--- src/rtl/hsw_pkg.sv ---
package hsw_pkg;

    typedef enum logic [1:0] {
        LINK_OPEN    = 2'd0,
        LINK_JOINED  = 2'd1,
        LINK_RECOVER = 2'd2
    } link_state_e;

endpackage

--- src/rtl/hsw_bus_watch.sv ---
module hsw_bus_watch #(
    parameter int IDLE_CYCLES = 1250
) (
    input  logic clk_i,
    input  logic rst_ni,
    input  logic sda_in_i,
    input  logic scl_in_i,
    input  logic sda_out_i,
    input  logic scl_out_i,
    output logic idle_ok_o,
    output logic stop_ok_o
);
    localparam int IW = $clog2(IDLE_CYCLES + 1);
    localparam logic [IW-1:0] IDLE_LAST = IW'(IDLE_CYCLES);

    typedef struct packed {
        logic [IW-1:0] idle_cnt;
        logic          sda_in_prev;
    } watch_t;

    watch_t watch_d, watch_q;
    logic   all_high;

    assign all_high = sda_in_i & scl_in_i & sda_out_i & scl_out_i;

    always_comb begin
        watch_d = watch_q;
        if (!all_high) begin
            watch_d.idle_cnt = '0;
        end else if (watch_q.idle_cnt != IDLE_LAST) begin
            watch_d.idle_cnt = watch_q.idle_cnt + 1'b1;
        end
        watch_d.sda_in_prev = sda_in_i;
    end

    always_ff @(posedge clk_i) begin
        if (!rst_ni) begin
            watch_q.idle_cnt    <= '0;
            watch_q.sda_in_prev <= 1'b1;
        end else begin
            watch_q <= watch_d;
        end
    end

    // quiet long enough, and still quiet on this sample
    assign idle_ok_o = all_high && (watch_q.idle_cnt == IDLE_LAST);
    // SDA rising on the card side while clock and backplane lines are high
    assign stop_ok_o = sda_in_i && !watch_q.sda_in_prev && scl_in_i
                       && sda_out_i && scl_out_i;
endmodule

--- src/rtl/hsw_stuck_timer.sv ---
module hsw_stuck_timer #(
    parameter int TIMEOUT_CYCLES = 3750000
) (
    input  logic clk_i,
    input  logic rst_ni,
    input  logic arm_i,
    input  logic sda_out_i,
    input  logic scl_out_i,
    output logic expire_o
);
    localparam int CW = $clog2(TIMEOUT_CYCLES + 1);
    localparam logic [CW-1:0] CNT_LAST = CW'(TIMEOUT_CYCLES - 1);

    typedef struct packed {
        logic [CW-1:0] cnt;
    } timer_t;

    timer_t timer_d, timer_q;
    logic   held_low;

    assign held_low = !sda_out_i || !scl_out_i;
    assign expire_o = arm_i && held_low && (timer_q.cnt == CNT_LAST);

    always_comb begin
        timer_d = timer_q;
        if (!arm_i || !held_low || expire_o) begin
            timer_d.cnt = '0;
        end else begin
            timer_d.cnt = timer_q.cnt + 1'b1;
        end
    end

    always_ff @(posedge clk_i) begin
        if (!rst_ni) begin
            timer_q.cnt <= '0;
        end else begin
            timer_q <= timer_d;
        end
    end
endmodule

--- src/rtl/hsw_recovery_clk.sv ---
module hsw_recovery_clk #(
    parameter int HALF_CYCLES = 625,
    parameter int PULSE_MAX   = 16
) (
    input  logic clk_i,
    input  logic rst_ni,
    input  logic start_i,
    input  logic sda_out_i,
    output logic scl_low_o,
    output logic done_o
);
    localparam int HW = $clog2(HALF_CYCLES + 1);
    localparam int PW = $clog2(PULSE_MAX + 1);
    localparam logic [HW-1:0] PHASE_LAST = HW'(HALF_CYCLES - 1);
    localparam logic [PW-1:0] PULSE_LAST = PW'(PULSE_MAX - 1);

    typedef struct packed {
        logic          active;
        logic          low;
        logic [HW-1:0] phase;
        logic [PW-1:0] pulses;
    } rec_t;

    rec_t rec_d, rec_q;
    logic phase_end;

    assign phase_end = (rec_q.phase == PHASE_LAST);
    assign done_o    = rec_q.active && !rec_q.low && phase_end
                       && (sda_out_i || (rec_q.pulses == PULSE_LAST));
    assign scl_low_o = rec_q.active && rec_q.low;

    always_comb begin
        rec_d = rec_q;
        if (start_i) begin
            rec_d.active = 1'b1;
            rec_d.low    = 1'b1;
            rec_d.phase  = '0;
            rec_d.pulses = '0;
        end else if (rec_q.active) begin
            if (phase_end) begin
                rec_d.phase = '0;
                if (rec_q.low) begin
                    rec_d.low = 1'b0;
                end else if (done_o) begin
                    rec_d.active = 1'b0;
                end else begin
                    rec_d.pulses = rec_q.pulses + 1'b1;
                    rec_d.low    = 1'b1;
                end
            end else begin
                rec_d.phase = rec_q.phase + 1'b1;
            end
        end
    end

    always_ff @(posedge clk_i) begin
        if (!rst_ni) begin
            rec_q <= '0;
        end else begin
            rec_q <= rec_d;
        end
    end
endmodule

--- src/rtl/hsw_link_ctrl.sv ---
module hsw_link_ctrl
    import hsw_pkg::*;
#(
    parameter int TIMEOUT_CYCLES = 3750000,
    parameter int IDLE_CYCLES    = 1250,
    parameter int HALF_CYCLES    = 625,
    parameter int PULSE_MAX      = 16
) (
    input  logic clk_i,
    input  logic rst_ni,
    input  logic enable_i,
    input  logic sda_in_i,
    input  logic scl_in_i,
    input  logic sda_out_i,
    input  logic scl_out_i,
    output logic connect_o,
    output logic ready_o,
    output logic fault_n_o,
    output logic scl_force_low_o
);
    typedef struct packed {
        link_state_e state;
        logic        fault_n;
    } ctrl_t;

    ctrl_t ctrl_d, ctrl_q;
    logic  idle_ok, stop_ok, expire, rec_start, rec_done, timer_arm;

    hsw_bus_watch #(.IDLE_CYCLES(IDLE_CYCLES)) u_watch (
        .clk_i     (clk_i),
        .rst_ni    (rst_ni),
        .sda_in_i  (sda_in_i),
        .scl_in_i  (scl_in_i),
        .sda_out_i (sda_out_i),
        .scl_out_i (scl_out_i),
        .idle_ok_o (idle_ok),
        .stop_ok_o (stop_ok)
    );

    assign timer_arm = (ctrl_q.state == LINK_JOINED) && enable_i;

    hsw_stuck_timer #(.TIMEOUT_CYCLES(TIMEOUT_CYCLES)) u_timer (
        .clk_i     (clk_i),
        .rst_ni    (rst_ni),
        .arm_i     (timer_arm),
        .sda_out_i (sda_out_i),
        .scl_out_i (scl_out_i),
        .expire_o  (expire)
    );

    hsw_recovery_clk #(
        .HALF_CYCLES (HALF_CYCLES),
        .PULSE_MAX   (PULSE_MAX)
    ) u_recovery (
        .clk_i     (clk_i),
        .rst_ni    (rst_ni),
        .start_i   (rec_start),
        .sda_out_i (sda_out_i),
        .scl_low_o (scl_force_low_o),
        .done_o    (rec_done)
    );

    always_comb begin
        ctrl_d    = ctrl_q;
        rec_start = 1'b0;
        unique case (ctrl_q.state)
            LINK_OPEN: begin
                if (enable_i && (idle_ok || stop_ok)) begin
                    ctrl_d.state   = LINK_JOINED;
                    ctrl_d.fault_n = 1'b1;
                end
            end
            LINK_JOINED: begin
                if (!enable_i) begin
                    ctrl_d.state = LINK_OPEN;
                end else if (expire) begin
                    ctrl_d.state   = LINK_RECOVER;
                    ctrl_d.fault_n = 1'b0;
                    rec_start      = 1'b1;
                end
            end
            LINK_RECOVER: begin
                if (rec_done) begin
                    ctrl_d.state = LINK_OPEN;
                end
            end
            default: ctrl_d.state = LINK_OPEN;
        endcase
    end

    always_ff @(posedge clk_i) begin
        if (!rst_ni) begin
            ctrl_q.state   <= LINK_OPEN;
            ctrl_q.fault_n <= 1'b1;
        end else begin
            ctrl_q <= ctrl_d;
        end
    end

    assign connect_o = (ctrl_q.state == LINK_JOINED) && enable_i;
    assign ready_o   = connect_o;
    assign fault_n_o = ctrl_q.fault_n;
endmodule

--- config.mk ---
export PLATFORM = sky130hd
export DESIGN_NAME = hsw_link_ctrl
export DESIGN_NICKNAME = d
export VERILOG_FILES = /design/src/rtl/hsw_pkg.sv /design/src/rtl/hsw_bus_watch.sv /design/src/rtl/hsw_stuck_timer.sv /design/src/rtl/hsw_recovery_clk.sv /design/src/rtl/hsw_link_ctrl.sv
export SDC_FILE = /design/constraint.sdc
export NUM_CORES = 1
export LEC_CHECK = 0
export ABC_CLOCK_PERIOD_IN_PS = 2700
export BUFFER_PORTS_ARGS = -buffer_cell sky130_fd_sc_hd__buf_4
export CAP_MARGIN = 20
export CORE_MARGIN = 4
export CORE_UTILIZATION = 25
export CTS_BUF_LIST = sky130_fd_sc_hd__clkbuf_16
export DETAILED_ROUTE_END_ITERATION = 8
export PLACE_DENSITY_LB_ADDON = 0.2
export SLEW_MARGIN = 10
export SYNTH_ARGS = -nofsm -noshare
export SYNTH_HDL_FRONTEND = slang
export SYNTH_SLANG_ARGS = --single-unit
--- constraint.sdc ---
create_clock -name clk_i -period 2.7 [get_ports clk_i]
set_input_delay 0.675 -clock clk_i [delete_from_list [all_inputs] [get_ports clk_i]]
set_output_delay 0.675 -clock clk_i [all_outputs]
set_load 0.01 [all_outputs]
Word-level counts from Yosys, hierarchy flattened
Cells that the tools add are included. W data, S select, Z words.

$add $sub $neg: 4. Equal/unequal tests: 12. Muxes and demuxes: 20. Bitwise gates (word level): 6. Reduce and logical (&&, ||, !) cells: 35.

Operator list (number): $mux W17 (2); $add A22 B1 Y22 const B (1); $eq A22 B22 Y1 const B (1); $mux W5 (3); $logic_and A1 B1 Y1 (13); $add A11 B1 Y11 const B (1); $eq A11 B11 Y1 const B (1); $ne A11 B11 Y1 const B (1); $add A10 B1 Y10 const B (1); $eq A10 B10 Y1 const B (1); $mux W10 (1); $reduce_and A4 Y1 (2); $mux W1 (7); $logic_not A1 Y1 (6); $mux W2 (3); $mux W3 (2); $ne A2 B2 Y1 const B (3); $pmux W2 S3 (1); $reduce_bool A2 Y1 (3); $add A5 B1 Y5 const B (1); $eq A5 B4 Y1 const B (1); $logic_or A1 B1 Y1 (5); $reduce_and A2 Y1 (2); $reduce_or A2 Y1 (2); 9 further kinds (13).

Register bits after elaboration: 54. Input bits: 7. Output and inout port bits: 4. Word-level logic and storage cells: 86.

Longest topological paths before layout
Gate-level depths: netlist of run 1.

Word-level depth: 9. Gate-level depth with buffers: 7. Depth with buffers taken out: 7.

Hierarchy
From an unflattened synthesis of run 1, not the netlist that was laid out.

Cell total of the unflattened synthesis: 294. Area total of the unflattened synthesis: 2618.8 um^2.

Modules (own cells, without submodules): hsw_stuck_timer (times used 1, cells each 122, area each 1038.5 um^2, sequential area each 440.4 um^2); hsw_recovery_clk (times used 1, cells each 95, area each 855.8 um^2, sequential area each 340.3 um^2); hsw_bus_watch (times used 1, cells each 62, area each 564.3 um^2, sequential area each 240.2 um^2); hsw_link_ctrl (times used 1, cells each 15, area each 160.2 um^2, sequential area each 60.1 um^2).

Worst setup path after synthesis of run 1
Ideal clock, no wire load.

Kind: in2out. From: input enable_i. To: output ready_o. Arrival time: 1208 ps. Required time: 2025 ps. Slack: 817 ps. Cell stages on the path: 3. Buffers on the path: 2. Path through: and3b_1 clkbuf_1 buf_4.

Cells in the longest elaborated chain, start to end: 1.

Ends and longest elaborated chain: from (decl) (RTL line hsw_link_ctrl.sv:11) `input logic enable_i,`; $logic_and A1 B1 Y1 (RTL line hsw_link_ctrl.sv:100) `assign connect_o = (ctrl_q.state == LINK_JOINED) && enable_i;`; to (decl) (RTL line hsw_link_ctrl.sv:17) `output logic ready_o,`.

Every way passes these cells.

==> results.yml, run 1 <==
global_routing:
  grt_busiest_layer: "met2"
  antenna_found_initial: 0
  use_met1: 0.115
  grt_start_max_net_pins: 23
  gr-usage-met2: 0.150
  first_global_vias: 1911
  track_usage: 0.0920
  grt_util_met3: 0.0284
  overflow: 0
  grt_pass1_wl_um: 8680
cts:
  cts-buffers-inserted: 5
  cts_hold_buf: 0
  path_clk_slew_ps: 60
  clock_latency_ps: 290
  cts_resized: 0
  cts_root_buf: "clkbuf_16"
  cts_max_level: 2
  post_cts_buffers: 0
  cts.sinks: 54
  cts_tree: "done"
  cts_max_path_buffers: 2
setup_path:
  start_kind: "flip-flop"
  endpoint: "u_recovery.rec_q[3]"
  r2r_slack_ps: 580
  reg2reg_to: "u_recovery.rec_q[3]"
  critPathLaunch: "u_recovery.rec_q[0]"
  path_class: "reg2reg"
  end_kind: "flip-flop"
  r2r_start: "u_recovery.rec_q[0]"
  path_cells: "ha_1 > and3_1 > ha_1 > nor4b_1 > nand4_1 > or3_1 > a21oi_1"
  critical-path-max-stage-delay_ps: 440
  crit_fanout: 7
  worstPathArrival_ps: 2340
  slowest_stage: "or3_1"
  critPathRequiredTime_ps: 2920
  crit_top_cell: "ha_1"
  ff2ff_path_depth: 7
floorplanning:
  die_w_um: 109
  ios: 11
  row_count: 36
  coreArea_sq_um: 9820
  start_util: 0.258
  die_y_um: 109
  die-area_sq_um: 11800
detailed_routing:
  wl_per_cell_um: 11.6
  drt_pass1_iterations: 4
  drcViolationCount: 0
  routed-via-count: 1961
  ant_nets: 0
  drt-vias-per-instance: 4.53
  drt-initial-drc-count: 53
  wirelength_um: 5030
synth:
  synth_edf_count: 0
  synth_ff_type: "dfxtp_1"
  seq_area_frac_synth: 0.426
  ys_types: 46
  synth_nets: 304
  ys_ff_latch: 54
  synth_top_area_share: 0.426
  synthTopCellsByArea: "dfxtp_1 43%, xnor2_1 5.2%, nor2_1 4.6%, xor2_1 4.5%, ha_1 3.5%"
  async_flop_share: 0
  avgSynthCellArea_sq_um: 8.75
  synthTopCellsByCount: "54 x dfxtp_1, 31 x nor2_1, 20 x nand2_1, 17 x nand3_1"
  yosysTopAreaCell: "dfxtp_1"
  yosysMostFrequentCell: "dfxtp_1"
  synthCells: 290
  synth_warnings: 0
  synth_area_sq_um: 2540
timing:
  rsz0062_at_grt: "no"
  max_slew.worst_pin.slew_ps: 648
  skew_ps: 5.28
  final-hold-violation-count: 0
  final-setup-viol-count: 0
  post-route-period-util: 0.787
  whs_ps: 475
  timing.final.ws_setup_ps: 576
  maxSlewViolCount: 0
  max_freq_mhz: 471
  fin_setup_tns_ps: 0
  layout_min_cycle_time_ps: 2120
  slew_headroom: 0.565
place:
  dp_hpwl_um: 3630
  place_congestion: 0.717
  dp_slack_ps: 596
  placedCellCount: 425
  io_buffers: 10
run_status:
  status: "complete, no violations"
power:
  p_leak_nw: 0.907
  ir_drop_v: 0.000231
  power_density_nw_per_um2: 497
layout:
  drive_gt1_frac: 0.107
  nets: 313
  area_growth_pct: 13.7
  antenna_cells: 0
  nFillCells: 1093
  utilization: 0.294
  fin_cells: 433
run:
  maxCapViolCount: 0
hold_path:
  hold_depth: 1
  hold_path.class: "reg2reg"
## kinds of logic after synthesis
group | after synthesis | share of synthesized area
AND/OR/NAND/NOR | 138 | 0.299
adder cells (fa/ha/maj) | 7 | 0.0345
flip-flops | 54 | 0.426
multiplexers | 3 | 0.0128
XOR/XNOR | 28 | 0.0966
AO/OA/AOI/OAI | 39 | 0.0947
buffers and inverters | 21 | 0.0360
## cell type report
cell class / instances / area, sq um / area share
Multi-Input combinational cell: 215 / 1370 / 0.475
Sequential cell: 54 / 1080 / 0.375
Tap cell: 133 / 166 / 0.0577
Clock buffer: 5 / 125 / 0.0434
Timing Repair Buffer: 11 / 82.6 / 0.0286
Inverter: 12 / 45.0 / 0.0156
Clock inverter: 3 / 12.5 / 0.00434
## layer usage
layer  routed length [um]  vias to the layer above
met5                    0                        -
met2                 2220                       18
li1                     -                     1036
met3                  224                        8
met1                 2500                      899
met4                   79                        0
## report_power, final
part / leakage (nW) / switching [mW] / internal [mW]
Clock: 0.0724 / 0.280 / 0.336
Sequential: 0.435 / 0.000604 / 0.797
Combinational: 0.400 / 0.0125 / 0.00867
Total: 0.907 / 0.293 / 1.14
## metrics by stage
step | power (mW) | cell area, sq um
6_report | 1.43 | 2880
3_3_place_gp | 0.838 | 2750
2_1_floorplan | 0.825 | 2540
3_5_place_dp | 0.838 | 2750
5_1_grt | 1.49 | 2880
4_1_cts | 1.46 | 2880
## worst min-delay path by stage
stage,startpoint,to,slack (ps)
5_1_grt,u_timer.timer_q[0],u_timer.timer_q[0],520
3_3_place_gp,u_timer.timer_q[0],u_timer.timer_q[0],450
2_1_floorplan,u_timer.timer_q[0],u_timer.timer_q[0],430
3_5_place_dp,u_timer.timer_q[0],u_timer.timer_q[0],470
4_1_cts,u_timer.timer_q[0],u_timer.timer_q[0],480
6_report,u_timer.timer_q[0],u_timer.timer_q[0],470
## critical path, delay by kind of cell (launching register included)
| kind | cells | cell delay [ps] |
|---|---|---|
| compound gates | 1 | 130 |
| flops | 1 | 340 |
| simple gates | 4 | 1180 |
| fa+ha+maj | 2 | 410 |
## sequential cells by signal, summed over array words and instances, names as in the netlist
name,cells
u_timer.timer_q,22
u_recovery.rec_q,17
u_watch.watch_q,12
ctrl_q,2
fault_n_o,1
## cells in the final DEF (no fill, tap or decap), drive strengths merged, types with 2 or more instances in the layout
master,n
nand2,20
inv,13
nand2b,2
xnor2,15
o21ai,12
nand3,17
nand4,14
clkbuf,5
nor4b,2
xor2,13
nor3,16
and4,4
a21oi,16
nor2,31
or3,9
nor4bb,2
and3,6
ha,7
dfxtp,54
o21a,3
or4,4
mux2,2
buf,11
clkinv,2
and2,4
o31ai,3
Note: power is estimated with default switching activity, not from simulation.
==> run 2: changes to the inputs <==
--- a/config.mk
+++ b/config.mk
@@ -5,7 +5,7 @@
 export SDC_FILE = /design/constraint.sdc
 export NUM_CORES = 1
 export LEC_CHECK = 0
-export ABC_CLOCK_PERIOD_IN_PS = 2700
+export ABC_CLOCK_PERIOD_IN_PS = 2200
 export BUFFER_PORTS_ARGS = -buffer_cell sky130_fd_sc_hd__buf_4
 export CAP_MARGIN = 20
 export CORE_MARGIN = 4
==> constraint.sdc (replaced) <==
create_clock -name clk_i -period 2.2 [get_ports clk_i]
set_input_delay 0.55 -clock clk_i [delete_from_list [all_inputs] [get_ports clk_i]]
set_output_delay 0.55 -clock clk_i [all_outputs]
set_load 0.01 [all_outputs]
==> run 2 against run 1 <==
Against the previous run:
- total power rose by 32%
- fmax rose by 8.1%
- via count rose by 1.9%
- die area did not move
- flip-flop and latch count did not move
- global-route usage rose by 0.37 points
- first-iteration DRC count rose by 96%
- design area rose by 3.1%
- wire length rose by 2.9%
- sequential share of layout area fell by 1.1 points
- highest routed layer unchanged
==> results.yml, run 2 (same netlist as run 1, synthesis figures left out) <==
run_status:
  status: "complete, no violations"
global_routing:
  track_usage: 0.0957
  grt_start_max_net_pins: 23
  first_global_vias: 1961
  grt_pass1_wl_um: 9070
  antenna_found_initial: 0
  overflow: 0
cts:
  path_clk_slew_ps: 70
  cts-buffers-inserted: 5
  cts_max_path_buffers: 2
  cts_tree: "done"
  cts_root_buf: "clkbuf_16"
  cts_max_level: 2
  cts_hold_buf: 0
  clock_latency_ps: 290
  cts.sinks: 54
timing:
  layout_min_cycle_time_ps: 1960
  whs_ps: 455
  rsz0062_at_grt: "no"
  max_freq_mhz: 509
  skew_ps: 6.04
  fin_setup_tns_ps: 0
  post-route-period-util: 0.893
  final-setup-viol-count: 0
  max_slew.worst_pin.slew_ps: 391
  maxSlewViolCount: 0
  final-hold-violation-count: 0
  slew_headroom: 0.739
  timing.final.ws_setup_ps: 236
layout:
  fin_cells: 441
  antenna_cells: 0
  layout_common_cells: "54 x dfxtp_1, 31 x nor2_1, 20 x nand2_1"
  reg_top3: "u_timer.timer_q: 22 flops, u_recovery.rec_q: 17 flops, u_watch.watch_q: 12 flops"
  stdcell_area_sq_um: 2970
  final_common_cell: "dfxtp_1"
  area_growth_pct: 17.2
  regMostFlops: "u_timer.timer_q"
  drive_gt1_frac: 0.133
  nets: 321
  largest_reg_flops: 22
  utilization: 0.303
setup_path:
  cp_num_buf_inv: 0
  critPathLaunch: "u_timer.timer_q[8]"
  end_kind: "flip-flop"
  slowest_stage: "or4_1"
  r2r_start: "u_timer.timer_q[8]"
  path_cells: "nand4_1 > or4_1 > or4_4 > a21oi_2"
  critical-path-max-stage-delay_ps: 690
  critPathTopFamily: "simple AND/OR/NAND/NOR gates"
  start_kind: "flip-flop"
  path_class: "reg2reg"
  worstPathArrival_ps: 2190
  critPathRequiredTime_ps: 2430
  crit_fanout: 10
power:
  finalPower_mw: 1.89
  p_leak_nw: 0.955
  ir_drop_v: 0.000313
  power_density_nw_per_um2: 637
place:
  dpl_cell_area_sq_um: 2810
  dp_hpwl_um: 3700
  dp_slack_ps: 222
  placedCellCount: 433
  io_buffers: 10
  place_congestion: 0.743
floorplanning:
  ios: 11
  die-area_sq_um: 11800
  start_util: 0.258
  die_y_um: 109
  die_w_um: 109
  coreArea_sq_um: 9820
  row_count: 36
detailed_routing:
  drt_pass1_iterations: 4
  wl_per_cell_um: 11.7
  drt-initial-drc-count: 104
  ant_nets: 0
  drt-vias-per-instance: 4.53
  routed-via-count: 1999
  wirelength_um: 5170
  drcViolationCount: 0
hold_path:
  hp-start: "sda_in_i"
  hold_path.class: "in2reg"
run:
  maxCapViolCount: 0
[run 2: worst paths after layout]
| kind | to | cells past startpoint | slack [ps] |
|---|---|---|---|
| setup / recovery | u_timer.timer_q[21] | 4 | 240 |
| hold / removal | u_watch.watch_q[0] | 2 | 460 |
| setup reg to reg | u_timer.timer_q[21] | 4 | 240 |
| hold reg to reg | u_timer.timer_q[0] | 1 | 460 |
[run 2: final cells by class]
type / count / area (sq um)
fill: 1072 / 6850
multi-input combinational: 215 / 1370
sequential: 54 / 1080
tap: 133 / 166
timing repair buffer: 19 / 143
clock buffer: 5 / 125
inverter: 12 / 45.0
clock inverter: 3 / 41.3
[run 2: routing by layer]
layer  global-route usage  wire length (um)
met5                    0                 0
met4               0.0325                59
met3               0.0219               140
met2                0.153              2310
met1                0.127              2660
[run 2: power breakdown]
part / total [mW] / internal, mW / switching [mW]
registers: 0.979 / 0.978 / 0.000862
clock network: 0.887 / 0.533 / 0.354
logic: 0.0276 / 0.0118 / 0.0158
[run 2: what timing repair did]
item,CTS,global route
gates resized for setup,0,0
buffers inserted,0,0
endpoints found under the setup margin,0,1
